### config.mk
export PLATFORM = sky130hd
export DESIGN_NAME = fp32_mul
export DESIGN_NICKNAME = d
export VERILOG_FILES = /design/src/rtl/fp32_mul.sv
export SDC_FILE = /design/constraint.sdc
export NUM_CORES = 2
export LEC_CHECK = 0
export BUFFER_PORTS_ARGS = -buffer_cell sky130_fd_sc_hd__buf_2
export CORE_ASPECT_RATIO = 1.4
export CORE_MARGIN = 2
export CORE_UTILIZATION = 45
export CTS_CLUSTER_SIZE = 14
export DETAILED_ROUTE_END_ITERATION = 10
export GPL_ROUTABILITY_DRIVEN = 0
export GPL_TIMING_DRIVEN = 0
export SETUP_SLACK_MARGIN = 0.02
export SYNTH_ARGS = -nofsm -noshare
export SYNTH_HDL_FRONTEND = slang
export SYNTH_SLANG_ARGS = --single-unit
### constraint.sdc
create_clock -name clk -period 0.8 [get_ports clk]
set_input_delay 0.16 -clock clk [delete_from_list [all_inputs] [get_ports clk]]
set_output_delay 0.16 -clock clk [all_outputs]
set_load 0.05 [all_outputs]
### src/rtl/fp32_mul.sv
module fp32_mul #(
  parameter int EXP_W  = 8,
  parameter int FRAC_W = 23
) (
  input  logic                        clk,
  input  logic                        rst_n,
  input  logic                        in_valid,
  input  logic [EXP_W+FRAC_W:0]       a,
  input  logic [EXP_W+FRAC_W:0]       b,
  output logic                        out_valid,
  output logic [EXP_W+FRAC_W:0]       product,
  output logic                        ovf,
  output logic                        unf
);
  localparam int W      = 1 + EXP_W + FRAC_W;
  localparam int SIG_W  = FRAC_W + 1;
  localparam int PROD_W = 2 * SIG_W;
  localparam int XE_W   = EXP_W + 3;
  localparam int BIAS   = (1 << (EXP_W - 1)) - 1;
  localparam int EMAX   = (1 << EXP_W) - 1;
  localparam logic [W-1:0] QNAN = {1'b0, {EXP_W{1'b1}}, 1'b1, {(FRAC_W-1){1'b0}}};

  logic              sa, sb, sz;
  logic [EXP_W-1:0]  ea, eb;
  logic [FRAC_W-1:0] fa, fb;

  assign sa = a[W-1];
  assign sb = b[W-1];
  assign ea = a[W-2 -: EXP_W];
  assign eb = b[W-2 -: EXP_W];
  assign fa = a[FRAC_W-1:0];
  assign fb = b[FRAC_W-1:0];
  assign sz = sa ^ sb;

  logic a_zero, b_zero, a_inf, b_inf, a_nan, b_nan;
  assign a_zero = (ea == '0);
  assign b_zero = (eb == '0);
  assign a_inf  = (ea == EXP_W'(EMAX)) && (fa == '0);
  assign b_inf  = (eb == EXP_W'(EMAX)) && (fb == '0);
  assign a_nan  = (ea == EXP_W'(EMAX)) && (fa != '0);
  assign b_nan  = (eb == EXP_W'(EMAX)) && (fb != '0);

  // significand product, one-step normalisation
  logic [PROD_W-1:0] prod;
  logic              hi;
  logic [PROD_W-2:0] norm;
  assign prod = {1'b1, fa} * {1'b1, fb};
  assign hi   = prod[PROD_W-1];
  assign norm = hi ? prod[PROD_W-2:0] : {prod[PROD_W-3:0], 1'b0};

  // round to nearest even
  logic [FRAC_W-1:0] keep;
  logic              guard_b, round_b, sticky_b, bump;
  logic [FRAC_W:0]   rounded;
  logic              carry;
  assign keep     = norm[PROD_W-2 -: FRAC_W];
  assign guard_b  = norm[PROD_W-2-FRAC_W];
  assign round_b  = norm[PROD_W-3-FRAC_W];
  assign sticky_b = |norm[PROD_W-4-FRAC_W:0];
  assign bump     = guard_b & (round_b | sticky_b | keep[0]);
  assign rounded  = {1'b0, keep} + {{FRAC_W{1'b0}}, bump};
  assign carry    = rounded[FRAC_W];

  // exponent path, two's complement in XE_W bits
  logic [XE_W-1:0] e_fin;
  logic            e_big, e_small;
  assign e_fin   = XE_W'(ea) + XE_W'(eb) - XE_W'(BIAS) + XE_W'(hi) + XE_W'(carry);
  assign e_big   = !e_fin[XE_W-1] && (e_fin >= XE_W'(EMAX));
  assign e_small = e_fin[XE_W-1] || (e_fin == '0);

  logic [W-1:0] res_d;
  logic         ovf_d, unf_d;

  always_comb begin
    res_d = {sz, e_fin[EXP_W-1:0], rounded[FRAC_W-1:0]};
    ovf_d = 1'b0;
    unf_d = 1'b0;
    if (a_nan || b_nan) begin
      res_d = QNAN;
    end else if ((a_inf && b_zero) || (b_inf && a_zero)) begin
      res_d = QNAN;
    end else if (a_inf || b_inf) begin
      res_d = {sz, {EXP_W{1'b1}}, {FRAC_W{1'b0}}};
    end else if (a_zero || b_zero) begin
      res_d = {sz, {(W-1){1'b0}}};
    end else if (e_big) begin
      res_d = {sz, {EXP_W{1'b1}}, {FRAC_W{1'b0}}};
      ovf_d = 1'b1;
    end else if (e_small) begin
      res_d = {sz, {(W-1){1'b0}}};
      unf_d = 1'b1;
    end
  end

  always_ff @(posedge clk or negedge rst_n) begin
    if (!rst_n) begin
      out_valid <= 1'b0;
      product   <= '0;
      ovf       <= 1'b0;
      unf       <= 1'b0;
    end else begin
      out_valid <= in_valid;
      if (in_valid) begin
        product <= res_d;
        ovf     <= ovf_d;
        unf     <= unf_d;
      end
    end
  end
endmodule

==> impl_summary.txt <==
----------------------------------------------------
[Yosys]
  Synth Net Count ... 3456
  Fraction of registers with async set/reset ... 1.00
  Mean area per synthesized cell ... 8.51 µm²
  Count of different cell masters after synthesis ... 96
  Top cells by area, synth ... sky130_fd_sc_hd__fa_1 42%, sky130_fd_sc_hd__ha_1 10%, sky130_fd_sc_hd__inv_1 9.8%
  Yosys warnings ... 0
  Count of mapped cells out of synthesis ... roughly 2.7k
  Sequential cell area fraction in the yosys report ... 0.0379
  Most used DFF post-synth ... sky130_fd_sc_hd__dfrtp_1
  Register bit count reported by yosys ... 35
  Top cell types by occurrence after synthesis ... 605 x sky130_fd_sc_hd__inv_1, 483 x sky130_fd_sc_hd__fa_1, 354 x sky130_fd_sc_hd__nand2_1, 252 x sky130_fd_sc_hd__and2_1, 191 x sky130_fd_sc_hd__ha_1
  Most common cell in the synthesized netlist ... sky130_fd_sc_hd__inv_1
  Syn Std Cell Area ... 23100 µm²
  Largest area contributor in the netlist ... sky130_fd_sc_hd__fa_1
  Count of flip-flops with a built-in enable after synthesis ... 0
  Proportion of netlist area held by the largest area contributor ... 0.419

[Floorplan]
  Initial core utilization ... 0.454
  Vertical die dimension ... 272 µm
  Number of placement rows ... 98
  Core Region ... 50900 µm²
  Top Ports ... just over 100
  Horizontal extent of the die ... 195 µm
  Full die area ... 53200 µm²

[Critical path]
  Cell type with the highest occurrence count on the critical path ... sky130_fd_sc_hd__fa_1
  Worst Setup End Kind ... flop
  Required time reported for the critical path endpoint ... approximately 960 ps
  Critical Path Source Type ... primary input
  Setup Crit Path Kind ... primary input to flop
  Biggest fanout along the worst timing path ... 8
  Top cell family by delay on the critical path ... adder cells
  Crit path max-delay cell type ... sky130_fd_sc_hd__fa_1
  Largest stage delay on the critical path ... 580 ps
  Source of the worst register-to-register timing path ... product[19]$_DFFE_PN0P_
  Setup slack of the most critical reg-to-reg path ... -220 ps
  Buf+Inv Stages, Crit Path ... 14
  Critical R2R Capture ... product[19]$_DFFE_PN0P_
  Data arrival time of the worst path ... around 10000 ps
  Critical path launch point ... a[6]
  R2r worst-path depth ... 3

[Global route]
  Global route overflow ... 0
  First-pass GRT wire length ... 128000 µm
  Antenna violations before repair ... 6
  Maximum number of pins on one net before global-route repair ... 36
  Overall global routing resource usage ... 0.321
  Via count of the first global-routing pass ... between 20k and 25k

[Clock tree]
  Source-to-sink clock delay at the later pin of the worst-skew pair ... 280 ps
  CTS tree ... done
  Clock Tree Root ... sky130_fd_sc_hd__clkbuf_16
  Clock-pin slew of the registers on the worst-case setup and hold paths ... 50 ps
  Number of clock buffers inserted by TritonCTS ... 5
  CTS HTree Levels ... 2
  Clock Sinks ... 35
  Clock tree buffer depth ... 2

[Timing]
  Relative max-transition margin ... 0.345
  Minimum clock period ... 10060 ps
  Hold slack ... -52.1 ps
  Smallest setup slack after layout ... -9260 ps
  Number of setup violations in the final report ... 69
  Final-report hold violation count ... 35
  Number of slew-limit violations in the final report ... 0
  Least-Margin Pin Slew ... 982 ps
  Post-route clock skew ... 0 ps
  Setup repair after global routing missed its margin ... true
  Maximum operating frequency ... 0.0994 GHz
  Period Utilization, post-route ... 12.6

[Worst hold path]
  Hold WC Path Type ... primary input to async pin

[Layout]
  # nets final ... 3709
  Area added between synthesis and finish ... 24.1%
  Fillcell total ... 4523
  Fraction of layout instances using a drive strength above 1 ... 0.190
  Non-filler cells, final ... 3624

[Run]
  Maxcap violations ... 0

[Drt]
  Number of DRC markers in iteration 0 ... about 1.2k
  Number of nets with antenna violations after detailed routing ... 0
  Wire length per cell ... 23.3 µm
  Pre-Repair DR Iteration Count ... 5
  DR DRC count ... 0
  Via count of the routed design ... about 20k
  Vias per inst ... 5.67
  Final WL ... 84300 µm

[Placed design]
  Total placed cells including tap cells ... 3465
  Number of buffers added on ports ... 100
  Hpwl dp ... 66700 µm
  DP Worst Slack ... -11120 ps

[Status]
  Violated checks ... negative hold slack, negative setup slack
  Status ... finished with violations

----------------------------------------------------
[cell usage in the layout (no fill, tap or decap), types with 53 or more instances in the layout]
master and n:
sky130_fd_sc_hd__ha_1 185, sky130_fd_sc_hd__inv_1 582, sky130_fd_sc_hd__and2_1 239, sky130_fd_sc_hd__nor2_1 85, sky130_fd_sc_hd__nand2_1 346, sky130_fd_sc_hd__fa_1 461
sky130_fd_sc_hd__buf_6 66, sky130_fd_sc_hd__buf_4 149, sky130_fd_sc_hd__a21oi_1 67, sky130_fd_sc_hd__clkbuf_16 53
[sequential cells by signal, summed over array words and instances, names as in the netlist]
register   count
product       32
ovf            1
unf            1
out_valid      1
[logic make-up (layout without fill, tap and decap cells)]
family / count (synthesis) / in the layout / synth area share
AO/OA/AOI/OAI: 318 / 318 / 0.0986
XOR/XNOR: 57 / 57 / 0.0216
adder cells (fa/ha/maj): 674 / 674 / 0.522
buffers and inverters: 741 / 994 / 0.122
flip-flops: 35 / 35 / 0.0379
multiplexers: 10 / 10 / 0.00439
other: 0 / 6 / 0
AND/OR/NAND/NOR: 880 / 880 / 0.193
[how the worst max path moves through the flow]
stage / endpoint / cells after the start
after global placement: product[20]$_DFFE_PN0P_ / 41
after detailed placement: product[19]$_DFFE_PN0P_ / 42
after global routing: product[9]$_DFFE_PN0P_ / 47
after floorplan: product[20]$_DFFE_PN0P_ / 42
after CTS: product[19]$_DFFE_PN0P_ / 43
final: product[9]$_DFFE_PN0P_ / 44
[layer usage]
metal  GRT usage  vias to the layer above  part of all wire
met5           0                        -                 0
met4       0.237                        0             0.095
met3      0.0457                      377             0.063
met2       0.577                      924              0.51
met1       0.342                    10332              0.33
li1            -                     8910                 -
[layout make-up]
cell class              instances  area (µm²)  area share
multi-input cells            1939       20300       0.708
inverters                     610        2350      0.0820
repair buffers                248        2250      0.0786
plain buffers                 129        1910      0.0667
flip-flops and latches         35         876      0.0306
well taps                     650         813      0.0284
clock buffers                   6         139     0.00485
diodes                          6        15.0    0.000524
clock inverters                 1        5.00    0.000175
[metrics by stage]
step / hold WS (ps) / setup TNS, ps / util / cell area (µm²)
after floorplan: -136 / -280840 / - / 23600
after global placement: 265 / -356490 / 0.489 / 24900
after detailed placement: 267 / -358750 / 0.489 / 24900
after CTS: -30.3 / -307740 / 0.549 / 27900
after global routing: 27.2 / -317250 / 0.563 / 28700
final: -52.1 / -307710 / 0.563 / 28700
[what timing repair did]
item | CTS | global route
cloned | 7 | 2
resized for setup | 455 | 107
pin swaps | 80 | 36
buffers inserted | 112 | 27
setup endpoints to repair | 69 | 69
endpoints found under the hold margin | 35 | 0
[worst register-to-register path: stages, from the launching register on]
cell	delay, ps
sky130_fd_sc_hd__dfrtp_1	380
sky130_fd_sc_hd__nor2b_1	160
sky130_fd_sc_hd__a311oi_1	270
sky130_fd_sc_hd__a2bb2oi_2	90
Power is not shown: default switching activity piles up to over one toggle a cycle in this logic, so the estimate is an artifact.
